File: src/rtl/fetch_asm_pkg.sv
package fetch_asm_pkg;

   typedef enum logic [1:0] {
      FM_ONE_WORD = 2'b00,
      FM_HALF_ONE = 2'b01,
      FM_HALF_TWO = 2'b10,
      FM_FULL     = 2'b11
   } fetch_mode_e;

   typedef enum logic [1:0] {
      ST_IDLE  = 2'b00,
      ST_BURST = 2'b01,
      ST_HOLD  = 2'b10
   } asm_state_e;

   function automatic int beats_for(input fetch_mode_e m, input int lanes);
      case (m)
         FM_ONE_WORD: return 1;
         FM_HALF_ONE,
         FM_HALF_TWO: return 2;
         default:     return lanes;
      endcase
   endfunction

endpackage

File: src/rtl/fa_strobe_gen.sv
module fa_strobe_gen #(
   parameter int DIV = 4
) (
   input  logic clk,
   input  logic rst_n,
   output logic strobe
);
   localparam int CW = (DIV > 1) ? $clog2(DIV) : 1;

   logic [CW-1:0] phase_q;

   always_ff @(posedge clk) begin
      if (!rst_n)                       phase_q <= '0;
      else if (phase_q == CW'(DIV - 1)) phase_q <= '0;
      else                              phase_q <= phase_q + 1'b1;
   end

   assign strobe = (phase_q == CW'(DIV - 1));

   // strobe never on two consecutive cycles
   p_strobe_gap_r2: assert property (@(posedge clk) disable iff (!rst_n)
      strobe |=> !strobe);

endmodule

File: src/rtl/fa_lane_store.sv
module fa_lane_store #(
   parameter int LANES  = 4,
   parameter int WORD_W = 16
) (
   input  logic                      clk,
   input  logic                      rst_n,
   input  logic                      clear,
   input  logic                      wr_en,
   input  logic [$clog2(LANES)-1:0]  wr_lane,
   input  logic [WORD_W-1:0]         wr_data,
   output logic [LANES*WORD_W-1:0]   word
);
   localparam int OFF_W = $clog2(LANES);

   for (genvar g = 0; g < LANES; g++) begin : g_lane
      logic [WORD_W-1:0] lane_q;
      always_ff @(posedge clk) begin
         if (!rst_n || clear)                       lane_q <= '0;
         else if (wr_en && wr_lane == OFF_W'(g))    lane_q <= wr_data;
      end
      assign word[g*WORD_W +: WORD_W] = lane_q;
   end

endmodule

File: src/rtl/fa_burst_ctrl.sv
module fa_burst_ctrl
   import fetch_asm_pkg::*;
#(
   parameter int LANES  = 4,
   parameter int CE_DIV = 4
) (
   input  logic                        clk,
   input  logic                        rst_n,
   input  logic                        req,
   input  logic [$clog2(LANES)-1:0]    req_off,
   input  logic [$clog2(LANES):0]      req_need,
   input  logic                        sd_valid,
   output logic                        busy,
   output logic [$clog2(LANES)-1:0]    beat_off,
   output logic                        clear,
   output logic                        wr_en,
   output logic                        fetch_valid,
   output logic                        fetch_err
);
   localparam int OFF_W  = $clog2(LANES);
   localparam int CNT_W  = OFF_W + 1;
   localparam int HOLD_W = $clog2(CE_DIV);

   asm_state_e        st_q;
   logic [OFF_W-1:0]  start_q;
   logic [CNT_W-1:0]  cnt_q, need_q;
   logic [HOLD_W-1:0] hold_q;
   logic              vld_q, err_q;
   logic [CNT_W:0]    span;
   logic              wraps, last;

   assign span     = {{(CNT_W + 1 - OFF_W){1'b0}}, req_off} + {1'b0, req_need};
   assign wraps    = (req_need < CNT_W'(LANES)) && (span > (CNT_W + 1)'(LANES));
   assign clear    = req && (st_q == ST_IDLE);
   assign wr_en    = sd_valid && (st_q == ST_BURST);
   assign last     = wr_en && ((cnt_q + 1'b1) == need_q);
   assign beat_off = start_q + cnt_q[OFF_W-1:0];
   assign busy     = (st_q != ST_IDLE);

   always_ff @(posedge clk) begin
      if (!rst_n) begin
         st_q    <= ST_IDLE;
         start_q <= '0;
         cnt_q   <= '0;
         need_q  <= '0;
         hold_q  <= '0;
         vld_q   <= 1'b0;
         err_q   <= 1'b0;
      end else begin
         case (st_q)
            ST_IDLE: if (req) begin
               start_q <= req_off;
               need_q  <= req_need;
               cnt_q   <= '0;
               err_q   <= wraps;
               st_q    <= ST_BURST;
            end
            ST_BURST: if (wr_en) begin
               cnt_q <= cnt_q + 1'b1;
               if (last) begin
                  st_q   <= ST_HOLD;
                  hold_q <= '0;
                  vld_q  <= 1'b1;
               end
            end
            default: begin
               hold_q <= hold_q + 1'b1;
               if (hold_q == HOLD_W'(CE_DIV - 1)) begin
                  vld_q <= 1'b0;
                  st_q  <= ST_IDLE;
               end
            end
         endcase
      end
   end

   assign fetch_valid = vld_q;
   assign fetch_err   = vld_q && err_q;

   // each non-final beat moves the reported offset on by one, wrapping
   p_off_step_r3: assert property (@(posedge clk) disable iff (!rst_n)
      (wr_en && !last) |=> (beat_off == $past(beat_off) + OFF_W'(1)));

endmodule

File: src/rtl/burst_fetch_asm.sv
module burst_fetch_asm
   import fetch_asm_pkg::*;
#(
   parameter int WORD_W = 16,
   parameter int LANES  = 4,
   parameter int CE_DIV = 4
) (
   input  logic                      clk,
   input  logic                      rst_n,
   input  logic                      req,
   input  logic [$clog2(LANES)-1:0]  req_off,
   input  logic [1:0]                req_mode,
   input  logic                      sd_valid,
   input  logic [WORD_W-1:0]         sd_data,
   output logic                      busy,
   output logic [$clog2(LANES)-1:0]  beat_off,
   output logic                      slow_ce,
   output logic [LANES*WORD_W-1:0]   fetch_data,
   output logic                      fetch_valid,
   output logic                      fetch_err
);
   localparam int OFF_W = $clog2(LANES);
   localparam int CNT_W = OFF_W + 1;

   if (LANES < 2 || LANES != (1 << OFF_W)) begin : g_bad_lanes
      $error("LANES must be a power of two of at least 2");
   end
   if (CE_DIV < 2 || CE_DIV != (1 << $clog2(CE_DIV))) begin : g_bad_div
      $error("CE_DIV must be a power of two of at least 2");
   end
   if (WORD_W < 1) begin : g_bad_word
      $error("WORD_W must be positive");
   end

   logic [CNT_W-1:0] need;
   logic             clear, wr_en;

   assign need = CNT_W'(beats_for(fetch_mode_e'(req_mode), LANES));

   fa_strobe_gen #(.DIV(CE_DIV)) u_strobe (
      .clk(clk), .rst_n(rst_n), .strobe(slow_ce));

   fa_burst_ctrl #(.LANES(LANES), .CE_DIV(CE_DIV)) u_ctrl (
      .clk(clk), .rst_n(rst_n), .req(req), .req_off(req_off), .req_need(need),
      .sd_valid(sd_valid), .busy(busy), .beat_off(beat_off), .clear(clear),
      .wr_en(wr_en), .fetch_valid(fetch_valid), .fetch_err(fetch_err));

   fa_lane_store #(.LANES(LANES), .WORD_W(WORD_W)) u_store (
      .clk(clk), .rst_n(rst_n), .clear(clear), .wr_en(wr_en),
      .wr_lane(beat_off), .wr_data(sd_data), .word(fetch_data));

   // a result only appears on the edge that took a beat
   p_rise_on_beat_r6: assert property (@(posedge clk) disable iff (!rst_n)
      $rose(fetch_valid) |-> $past(sd_valid));

   // assembled word holds still while presented
   p_data_stable_r8: assert property (@(posedge clk) disable iff (!rst_n)
      (fetch_valid && $past(fetch_valid)) |-> $stable(fetch_data));

   // valid drops only after four cycles high
   p_valid_len_r8: assert property (@(posedge clk) disable iff (!rst_n)
      $fell(fetch_valid) |-> ($past(fetch_valid, 2) && $past(fetch_valid, 4)));

   // a presented result keeps the block busy
   p_busy_cover_r9: assert property (@(posedge clk) disable iff (!rst_n)
      fetch_valid |-> busy);

endmodule

File: config.mk
export PLATFORM = sky130hd
export DESIGN_NAME = burst_fetch_asm
export DESIGN_NICKNAME = d
export VERILOG_FILES = /design/src/rtl/fetch_asm_pkg.sv /design/src/rtl/fa_strobe_gen.sv /design/src/rtl/fa_lane_store.sv /design/src/rtl/fa_burst_ctrl.sv /design/src/rtl/burst_fetch_asm.sv
export SDC_FILE = /design/constraint.sdc
export NUM_CORES = 1
export LEC_CHECK = 0
export CAP_MARGIN = 30
export CORE_AREA = 2 2 89 91
export CTS_BUF_LIST = sky130_fd_sc_hd__clkbuf_4 sky130_fd_sc_hd__clkbuf_8 sky130_fd_sc_hd__clkbuf_16
export DETAILED_ROUTE_END_ITERATION = 12
export DIE_AREA = 0 0 91 93
export PLACE_DENSITY_LB_ADDON = 0.1
export SLEW_MARGIN = 5
export SYNTH_ARGS = -nofsm -noshare
export SYNTH_HDL_FRONTEND = slang
export SYNTH_HIERARCHICAL = 1
export SYNTH_SLANG_ARGS = --single-unit
File: constraint.sdc
create_clock -name clk -period 2.5 [get_ports clk]
set_clock_uncertainty 0.1 [all_clocks]
set_input_delay 0.5 -clock clk [delete_from_list [all_inputs] [get_ports clk]]
set_output_delay 0.5 -clock clk [all_outputs]
set_load 0.03 [all_outputs]
==> results of run 1 <==
==> final timing paths <==
path	from	endpoint	slack, ns	depth (start not counted)
max	u_ctrl/st_q[1]	busy	0.26	2
min	u_strobe/phase_q[0]	u_strobe/phase_q[0]	0.35	1
max reg2reg	u_ctrl/cnt_q[0]	u_store/g_lane[0].lane_q[6]	0.44	5
min reg2reg	u_strobe/phase_q[0]	u_strobe/phase_q[0]	0.35	1
==> cell usage in the layout, fill, tap and decap left out, drive strengths merged, types with 2 or more instances in the layout <==
master	n
nor2	12
nand3	4
ha	7
nand3b	84
bufinv	3
and3b	2
clkbuf	12
mux2i	69
o21a	2
buf	8
nor3b	3
a21oi	4
o21ai	3
inv	6
dfxtp	80
xnor2	5
clkdlybuf4s50	90
==> repair_timing <==
| item | 4_1_cts | 5_1_grt |
|---|---|---|
| gates resized for setup | 0 | 2 |
| setup buffers | 0 | 0 |
| setup endpoints to repair | 0 | 2 |
==> sequential cells by signal, indices dropped and copies added (netlist names) <==
signal / flops
u_ctrl/st_q: 2
u_strobe/phase_q: 2
u_ctrl/hold_q: 2
u_store/g_lane.lane_q: 64
u_ctrl/need_q: 3
u_ctrl/fetch_valid: 1
u_ctrl/err_q: 1
u_ctrl/start_q: 2
u_ctrl/cnt_q: 3
==> cell families (layout without fill, tap and decap cells) <==
logic type | Yosys count | count (layout) | synth area share
adders and majority gates | 8 | 8 | 0.03077
muxes | 69 | 69 | 0.1975
AOI/OAI and AO/OA | 13 | 13 | 0.02540
and+or+nand+nor | 111 | 111 | 0.2329
xor gates and xnor gates | 6 | 6 | 0.01503
buffers and inverters | 31 | 120 | 0.04043
DFF | 80 | 80 | 0.4580
==> routing by layer <==
layer / vias to the layer above / track usage / wire length (um)
met5: - / 0 / 0
met4: 0 / 0.07702 / 81
met3: 8 / 0.05399 / 518
met2: 72 / 0.3025 / 3726
met1: 1237 / 0.2678 / 3936
li1: 1300 / - / -
==> where the power goes <==
part           internal, W  switching, W  total [W]  leakage (nW)
clock network     0.000709      0.000438    0.00115         0.124
logic             0.000148      0.000167   0.000315          1.24
registers          0.00130     0.0000170    0.00131         0.647
total              0.00215      0.000622    0.00278          2.01
==> worst max-delay path: stages, from the launching register on <==
cell             delay, ns
dfxtp_1               0.48
or2_2                 0.16
clkdlybuf4s50_1       0.65
==> per-stage QoR <==
step | util | instances | total power, W | hold slack [ns]
2_1_floorplan | - | 318 | 0.001543 | 0.3191
3_3_place_gp | 0.5987 | 494 | 0.001657 | 0.3272
3_5_place_dp | 0.5987 | 494 | 0.001659 | 0.3373
4_1_cts | 0.6310 | 509 | 0.002804 | 0.3510
5_1_grt | 0.6323 | 509 | 0.002885 | 0.3739
6_report | 0.6323 | 509 | 0.002776 | 0.3484
==> cell type report <==
class | count | area share
clock inverter | 3 | 0.01893
tap | 102 | 0.02681
sequential | 80 | 0.3365
inverter | 6 | 0.005258
timing repair buffer | 99 | 0.2093
multi-input combinational | 207 | 0.3712
clock buffer | 12 | 0.03207
==> results.tsv, run 1 <==
stage	metric	value	unit
timing	setup_ws	0.2593	ns
die	core_area	7527	sq um
yosys	synth_top_area_frac	0.4580	
worst_setup_path	cp_data_required_time	1.90	ns
yosys	async_flop_share	0	
placement	place.port_buffers	93	
final_layout	stdcell_area	4760	sq um
run_status	outcome	finished clean	
hold_path	hp-class	reg2reg	
yosys	synth_edf_count	0	
yosys	synth_cell_type_count	36	
route	ant_nets	0	
final_layout	nets	435	
clock_tree	cts_inserted_buffers	9	
power	ir_drop	324.3	uV
power	leakage	2.005	nW
worst_setup_path	critPathMaxFanout	7	
clock_tree	worst_skew_pair.late_latency	0.34	ns
final_layout	syn_to_final_growth	36.10	%
timing	tightest_slew	0.5866	ns
route	drtIter0Drc	123	
timing	slew_headroom	0.6089	
final_layout	drive_above_1_share	0.08600	
clock_tree	clkTransAtPathRegs	0.08	ns
final_layout	regArea	1602	sq um
yosys	synthTopCellsByArea	dfxtp_1 (46%), mux2i_1 (20%), nand3b_1 (18%)	
placement	gp_congestion	0.8511	
route	vias_per_cell	5.141	
die	die_x	91	um
timing	fin_crit_sh	0.8963	
yosys	synth_largest_area_cell	dfxtp_1	
route	num_vias	2617	
die	start_util	0.4646	
global_route	grt_use_total	0.1982	
final_layout	fill_cells	620	
route	wl	8263	um
final_layout	diodes	0	
route	drc	0	
die	rows	32	
yosys	yosysMostFrequentCell	nand3b_1	
clock_tree	cts_tree	built	
yosys	ys_seq_elements	80	
die	dieArea	8463	sq um
worst_setup_path	worstPathArrival	1.64	ns
clock_tree	clock_sinks	80	
global_route	overflow	0	
job	max_cap_violations	0	
timing	hold_viol_final	0	
timing	setup_viol	0	
worst_setup_path	worstSetupEndpointType	output pin	
yosys	yosysWarnings	6	
global_route	grt_max_degree	89	
worst_setup_path	crit_path_start_kind	flop	
timing	fin_crit	2.241	ns
placement	hpwl	5308	um
yosys	synth_area	3497	sq um
yosys	syn-instance-count	318	
global_route	grt_pass1_wl	13290	um
global_route	antenna_found_initial	0	
power	power.density	583.3	nW/um^2
worst_setup_path	worstSetupPathType	reg2out	
clock_tree	cts_hold_buf	0	
yosys	synth_nets	350	
placement	preCtsSetupSlack	0.08812	ns
route	drt_pass1_iterations	4	
yosys	avgSynthCellArea	11.00	sq um
yosys	synth_ff_type	dfxtp_1	
timing	grt_setup_unrepaired	false	
placement	place_area	4507	sq um
timing	finalMaxSlewViolations	0	
clock_tree	clockRootBuffer	clkbuf_8	
timing	setup_tns	0	ns
clock_tree	cts_max_level	3	
timing	clock.fmax	446.3	MHz
global_route	grt_pass1_vias	2567	
route	avgRoutedWirePerCell	16.23	um
yosys	synth_seq_area_share	0.4580	
final_layout	multiInputGateArea	1767	sq um
die	design.portCount	94	
die	die_h	93	um
yosys	synthTopCellsByCount	nand3b_1 (83), dfxtp_1 (80), mux2i_1 (69)	
clock_tree	cts_buffer_depth	2	
Power figures use the tool's default switching activity.
==> run 2: changes to the inputs <==
--- a/config.mk
+++ b/config.mk
@@ -5,11 +5,12 @@
 export SDC_FILE = /design/constraint.sdc
 export NUM_CORES = 1
 export LEC_CHECK = 0
+export ABC_CLOCK_PERIOD_IN_PS = 2500
 export CAP_MARGIN = 30
-export CORE_AREA = 2 2 89 91
+export CORE_AREA = 2 2 102 79
 export CTS_BUF_LIST = sky130_fd_sc_hd__clkbuf_4 sky130_fd_sc_hd__clkbuf_8 sky130_fd_sc_hd__clkbuf_16
 export DETAILED_ROUTE_END_ITERATION = 12
-export DIE_AREA = 0 0 91 93
+export DIE_AREA = 0 0 104 81
 export PLACE_DENSITY_LB_ADDON = 0.1
 export SLEW_MARGIN = 5
 export SYNTH_ARGS = -nofsm -noshare
==> run 2 against run 1 <==
Against the previous run:
- die area is 0.46% lower
- critical path type unchanged
- maximum frequency shrank 0.96%
- power down 4.4%
- non-clock buffer count up 2
- first-iteration DRC count fell by 9.8%
- hold slack lost 0.0013 ns
- cell area decreased by 0.47%
- clock power fell by 11%
- critical path depth stayed put
==> results.tsv, run 2 (synthesis gave the netlist of run 1 again) <==
stage	metric	value	unit	change
route	drtIter0Drc	111		-9.8%
final_layout	top_register	u_store/g_lane.lane_q		
power	ir_drop	426.1	uV	+31%
die	die_h	81	um	-13%
worst_setup_path	worstSetupEndpointType	output pin		
global_route	grt_pass1_wl	13410	um	+0.88%
job	max_cap_violations	0		unchanged
timing	fin_crit	2.262	ns	+0.02166 ns
worst_setup_path	cp_slowest_cell	clkdlybuf4s50_1		
global_route	grt_pass1_vias	2486		-3.2%
worst_setup_path	critPathMaxFanout	5		-2
worst_setup_path	crit_cells	2		unchanged
worst_setup_path	worstPathArrival	1.66	ns	+0.02 ns
timing	setup_tns	0	ns	unchanged
clock_tree	cts_inserted_buffers	9		unchanged
final_layout	diodes	0		unchanged
clock_tree	cts_max_level	3		unchanged
route	num_vias	2638		+0.80%
final_layout	fill_cells	657		+6.0%
clock_tree	clockRootBuffer	clkbuf_8		
power	switching_power	0.0006304	W	+1.4%
worst_setup_path	cp_data_required_time	1.90	ns	about the same
power	leakage	1.994	nW	-0.58%
worst_setup_path	crit_start	u_ctrl/st_q[0]		
final_layout	nets	437		+0.46%
die	design.portCount	94		unchanged
worst_setup_path	worstReg2RegEnd	u_store/g_lane[0].lane_q[6]		
die	die_x	104	um	+14%
worst_setup_path	crit_path_start_kind	flop		
timing	clock.fmax	442.0	MHz	-0.96%
power	p_comb_frac	0.121		+0.008
power	pwr-share-clk	0.384		-0.029
timing	slew_headroom	0.6135		+0.004544
route	vias_per_cell	5.132		-0.18%
timing	hold_viol_final	0		unchanged
clock_tree	cts_hold_buf	0		unchanged
worst_setup_path	slowest_delay	0.65	ns	about the same
worst_setup_path	r2r_slack	0.41	ns	-0.03 ns
route	wl	8592	um	+4.0%
timing	finalMaxSlewViolations	0		unchanged
clock_tree	worst_skew_pair.late_latency	0.34	ns	about the same
clock_tree	cts_buffer_depth	2		unchanged
power	power.density	560.5	nW/um^2	-3.9%
global_route	antenna_found_initial	0		unchanged
placement	place_area	4526	sq um	+0.42%
timing	grt_setup_unrepaired	false		
die	dieArea	8424	sq um	-0.46%
run_status	outcome	finished clean		
die	rows	28		-13%
route	drc	0		unchanged
placement	place.port_buffers	93		unchanged
worst_setup_path	r2r_cells	6		+1
hold_path	hp-class	reg2reg		
final_layout	largest_reg_flops	64		unchanged
die	start_util	0.4621		-0.002458
worst_setup_path	crit_chain	or2_2 -> clkdlybuf4s50_1		
final_layout	largest_registers	u_store/g_lane.lane_q: 64 flops, u_ctrl/cnt_q: 3 flops, u_ctrl/need_q: 3 flops		
timing	setup_viol	0		unchanged
timing	fin_crit_sh	0.9050		+0.008663
worst_setup_path	path_delay_family	buffers and inverters		
clock_tree	clock_sinks	80		unchanged
worst_setup_path	r2r_start	u_ctrl/cnt_q[0]		
final_layout	syn_to_final_growth	35.46	%	
power	internal_power	0.002025	W	-6.0%
global_route	grt_use_total	0.2045		+0.006330
placement	gp_congestion	0.8238		-3.2%
route	drt_pass1_iterations	4		unchanged
worst_setup_path	critPathBufInv	1		unchanged
clock_tree	cts_tree	built		
worst_setup_path	worstSetupEndpoint	busy		
route	avgRoutedWirePerCell	16.72	um	+3.0%
power	swShare	0.2374		+0.01355
placement	hpwl	5679	um	+7.0%
global_route	grt_max_degree	88		-1.1%
global_route	overflow	0		unchanged
worst_setup_path	worstSetupPathType	reg2out		
clock_tree	clkTransAtPathRegs	0.08	ns	about the same
final_layout	final_common_cell	clkdlybuf4s50_1		
final_layout	mostFrequentLayoutCells	clkdlybuf4s50_1 (90), nand3b_1 (83), dfxtp_1 (80)		
final_layout	stdcell_area	4737	sq um	-0.47%
die	core_area	7567	sq um	+0.53%
route	ant_nets	0		unchanged
power	p_seq_frac	0.495		+0.022
timing	tightest_slew	0.5798	ns	-0.006815 ns
final_layout	drive_above_1_share	0.08802		+0.002024
[run 2: cell types whose count changed in the layout (fill, tap and decap cells not counted), sizes merged]
cell    delta
buf        +2
bufinv     -1
clkbuf     -1
clkinv     +2
[run 2: final cells by class]
type	count	area [sq um]	area share
inverter	6	25.02	0.005283
multi-input combinational	207	1759	0.3714
clock buffer	11	138.9	0.02932
timing repair buffer	101	1011	0.2134
clock inverter	4	70.07	0.01479
tap	105	131.4	0.02773
sequential	80	1602	0.3381
[run 2: worst min path at each step]
stage                     slack, ns                 from                  end  cells past startpoint
after floorplan                0.32  u_strobe/phase_q[0]  u_strobe/phase_q[0]                      1
after global placement         0.33  u_strobe/phase_q[0]  u_strobe/phase_q[0]                      1
after detailed placement       0.34  u_strobe/phase_q[0]  u_strobe/phase_q[0]                      1
after CTS                      0.35  u_strobe/phase_q[0]  u_strobe/phase_q[0]                      1
after global routing           0.38  u_strobe/phase_q[0]  u_strobe/phase_q[0]                      1
final                          0.35  u_strobe/phase_q[0]  u_strobe/phase_q[0]                      1
[run 2: power groups by stage]
stage / registers (W) / clock network, W / logic, W
after detailed placement: 0.00134 / 0 / 0.000320
after floorplan: 0.00136 / 0 / 0.000179
after CTS: 0.00131 / 0.00104 / 0.000322
after global routing: 0.00132 / 0.00110 / 0.000343
after global placement: 0.00134 / 0 / 0.000318
final: 0.00132 / 0.00102 / 0.000321
[run 2: routing by layer]
metal / up-vias / share of wire / GRT usage
li1: 1303 / - / -
met1: 1270 / 0.53 / 0.3000
met2: 57 / 0.42 / 0.2928
met3: 8 / 0.043 / 0.06340
met4: 0 / 0.010 / 0.04595
met5: - / 0 / 0
[run 2: timing repair]
| action | CTS | global route |
|---|---|---|
| setup buffers | 0 | 0 |
| resized for setup | 0 | 1 |
| endpoints found under the setup margin | 0 | 1 |
[run 2: stage by stage]
| step | power, W | util | setup slack [ns] | hold slack, ns | instances |
|---|---|---|---|---|---|
| 3_5_place_dp | 0.001665 | 0.5980 | 0.1289 | 0.3357 | 499 |
| 3_3_place_gp | 0.001663 | 0.5980 | 0.1759 | 0.3265 | 499 |
| 5_1_grt | 0.002757 | 0.6260 | 0.1561 | 0.3772 | 514 |
| 4_1_cts | 0.002674 | 0.6257 | 0.01380 | 0.3481 | 514 |
| 2_1_floorplan | 0.001543 | - | 0.04570 | 0.3191 | 318 |
| 6_report | 0.002655 | 0.6260 | 0.2376 | 0.3471 | 514 |
==> run 3: changes to the inputs <==
--- a/config.mk
+++ b/config.mk
@@ -11,6 +11,8 @@
 export CTS_BUF_LIST = sky130_fd_sc_hd__clkbuf_4 sky130_fd_sc_hd__clkbuf_8 sky130_fd_sc_hd__clkbuf_16
 export DETAILED_ROUTE_END_ITERATION = 12
 export DIE_AREA = 0 0 104 81
+export GPL_TIMING_DRIVEN = 0
+export HOLD_SLACK_MARGIN = 0.03
 export PLACE_DENSITY_LB_ADDON = 0.1
 export SLEW_MARGIN = 5
 export SYNTH_ARGS = -nofsm -noshare
==> run 3 against run 2 <==
Against the previous run:
- first-iteration DRC count fell by 46%
- routed wire length rose by 1.9%
- via count rose by 3.3%
- clock-buffer cell count fell by 2
- core utilization barely moved
- sequential power barely moved
- cell area barely moved
- critical path depth did not move
- die area did not move
- maximum frequency fell by 1.8%
- combinational power rose by 1%
- largest power group unchanged
==> results.tsv, run 3 (synthesis gave the netlist of run 1 again) <==
stage	metric	value	unit	change
clock_tree	cts_tree	built		
global_route	grt_max_degree	17		-81%
final_layout	largest_reg_flops	64		unchanged
hold_path	min_from	u_strobe/phase_q[0]		
power	ir_drop	290.4	uV	-32%
hold_path	min_to	u_strobe/phase_q[0]		
timing	clock.fmax	433.9	MHz	-1.8%
worst_setup_path	critPathMaxFanout	5		unchanged
worst_setup_path	r2r_cells	6		unchanged
placement	gp_congestion	0.7652		-7.1%
final_layout	top_register	u_store/g_lane.lane_q		
route	vias_per_cell	5.143		+0.22%
timing	hold_viol_final	0		unchanged
clock_tree	cts_resized	2		+2
placement	place.port_buffers	93		unchanged
clock_tree	post_cts_buffers	0		unchanged
route	ant_nets	0		unchanged
global_route	grt_pass1_wl	13480	um	+0.57%
clock_tree	cts_buffer_depth	2		unchanged
final_layout	drive_above_1_share	0.08235		-0.005667
global_route	antenna_found_initial	0		unchanged
die	design.portCount	94		unchanged
worst_setup_path	crit_path_start_kind	flop		
clock_tree	clock_sinks	80		unchanged
clock_tree	cts_inserted_buffers	9		unchanged
timing	slew_headroom	0.5868		-0.02665
placement	hpwl	6422	um	+13%
hold_path	hp-class	reg2reg		
timing	holdWs	0.3543	ns	+0.007207 ns
route	wl	8755	um	+1.9%
die	die_h	81	um	unchanged
final_layout	mostFrequentLayoutCells	clkdlybuf4s50_1 (92), nand3b_1 (83), dfxtp_1 (80)		
timing	setup_tns	0	ns	unchanged
timing	finalMaxSlewViolations	0		unchanged
timing	grt_setup_unrepaired	false		
clock_tree	worst_skew_pair.late_latency	0.34	ns	about the same
timing	setup_viol	0		unchanged
route	drt_pass1_iterations	4		unchanged
run_status	outcome	finished clean		
job	max_cap_violations	0		unchanged
final_layout	syn_to_final_growth	35.42	%	about the same
worst_setup_path	cp_data_required_time	1.90	ns	about the same
clock_tree	cts_max_level	3		unchanged
route	avgRoutedWirePerCell	16.52	um	-1.2%
route	drc	0		unchanged
final_layout	fin_util	0.6258		about the same
die	start_util	0.4621		unchanged
die	die_x	104	um	unchanged
final_layout	nets	454		+3.9%
power	power.density	533.1	nW/um^2	-4.9%
route	num_vias	2726		+3.3%
timing	tightest_slew	0.6171	ns	+0.03727 ns
final_layout	largest_registers	u_store/g_lane.lane_q: 64 flops, u_ctrl/cnt_q: 3 flops, u_ctrl/need_q: 3 flops		
clock_tree	clkTransAtPathRegs	0.08	ns	about the same
die	core_area	7567	sq um	unchanged
die	dieArea	8424	sq um	unchanged
worst_setup_path	worstReg2RegEnd	u_store/g_lane[3].lane_q[8]		
clock_tree	clockRootBuffer	clkbuf_8		
clock_tree	cts_hold_buf	0		unchanged
worst_setup_path	worstPathArrival	1.70	ns	+0.04 ns
timing	fin_crit	2.304	ns	+0.04201 ns
final_layout	diodes	0		unchanged
worst_setup_path	r2r_slack	0.41	ns	about the same
worst_setup_path	worstSetupEndpointType	output pin		
power	leakage	1.977	nW	-0.84%
hold_path	holdPathStages	1		unchanged
worst_setup_path	worstSetupPathType	reg2out		
global_route	grt_use_total	0.2059		+0.001404
global_route	overflow	0		unchanged
route	drtIter0Drc	60		-46%
die	rows	28		unchanged
worst_setup_path	r2r_start	u_ctrl/cnt_q[0]		
final_layout	final_common_cell	clkdlybuf4s50_1		
global_route	grt_pass1_vias	2513		+1.1%
timing	fin_crit_sh	0.9218		+0.01680
-- run 3: cell count changes in the layout (fill, tap and decap cells not counted), sizes merged --
cell           delta
dlymetal6s2s      -1
clkinv            +2
clkdlybuf4s50     +2
clkbuf           +16
bufinv            -1
buf               -2
-- run 3: worst max-delay path by stage --
| stage | start | end | slack [ns] | cells past startpoint |
|---|---|---|---|---|
| 2_1_floorplan | u_ctrl/cnt_q[0] | u_store/g_lane[3].lane_q[10] | 0.05 | 6 |
| 3_3_place_gp | u_ctrl/cnt_q[0] | beat_off[1] | -0.01 | 4 |
| 3_5_place_dp | u_ctrl/cnt_q[0] | beat_off[1] | -0.05 | 4 |
| 4_1_cts | u_ctrl/cnt_q[0] | beat_off[1] | 0.05 | 4 |
| 5_1_grt | u_ctrl/cnt_q[0] | beat_off[0] | 0.13 | 2 |
| 6_report | u_ctrl/cnt_q[0] | beat_off[0] | 0.20 | 2 |
-- run 3: power breakdown --
part           internal (W)  total (W)  switching (W)  leakage, nW
Sequential          0.00130    0.00131      0.0000174        0.647
Combinational      0.000150   0.000325       0.000175         1.24
Clock              0.000443   0.000885       0.000441       0.0945
-- run 3: per-layer routing --
| metal | vias up | global-route usage | share of wire | wire, um |
|---|---|---|---|---|
| met5 | - | 0 | 0 | 0 |
| met2 | 58 | 0.3013 | 0.43 | 3794 |
| met4 | 0 | 0.06757 | 0.012 | 101 |
| met1 | 1311 | 0.3020 | 0.52 | 4512 |
| li1 | 1348 | - | - | - |
| met3 | 9 | 0.04334 | 0.040 | 348 |
-- run 3: per-stage QoR --
stage                     setup WS, ns  total power [W]  instances  cell area (sq um)
final                           0.1956         0.002525        530               4736
after global routing            0.1331         0.002622        530               4736
after CTS                      0.05026         0.002551        530               4740
after detailed placement      -0.04919         0.001669        516               4559
after global placement        -0.01160         0.001663        516               4559
after floorplan                0.04570         0.001543        318               3497
-- run 3: cell type report --
cell class	count	area, sq um
clock inverters	5	50.05
clock buffers	9	123.9
fillers	643	2831
plain buffers	25	116.4
inverters	6	25.02
well taps	105	131.4
repair buffers	93	925.9
flip-flops and latches	80	1602
multi-input cells	207	1762
-- run 3: critical path: stages, from the launching register on --
cell and delay, ns:
dfxtp_1 0.36, ha_1 0.33, clkdlybuf4s50_1 0.67
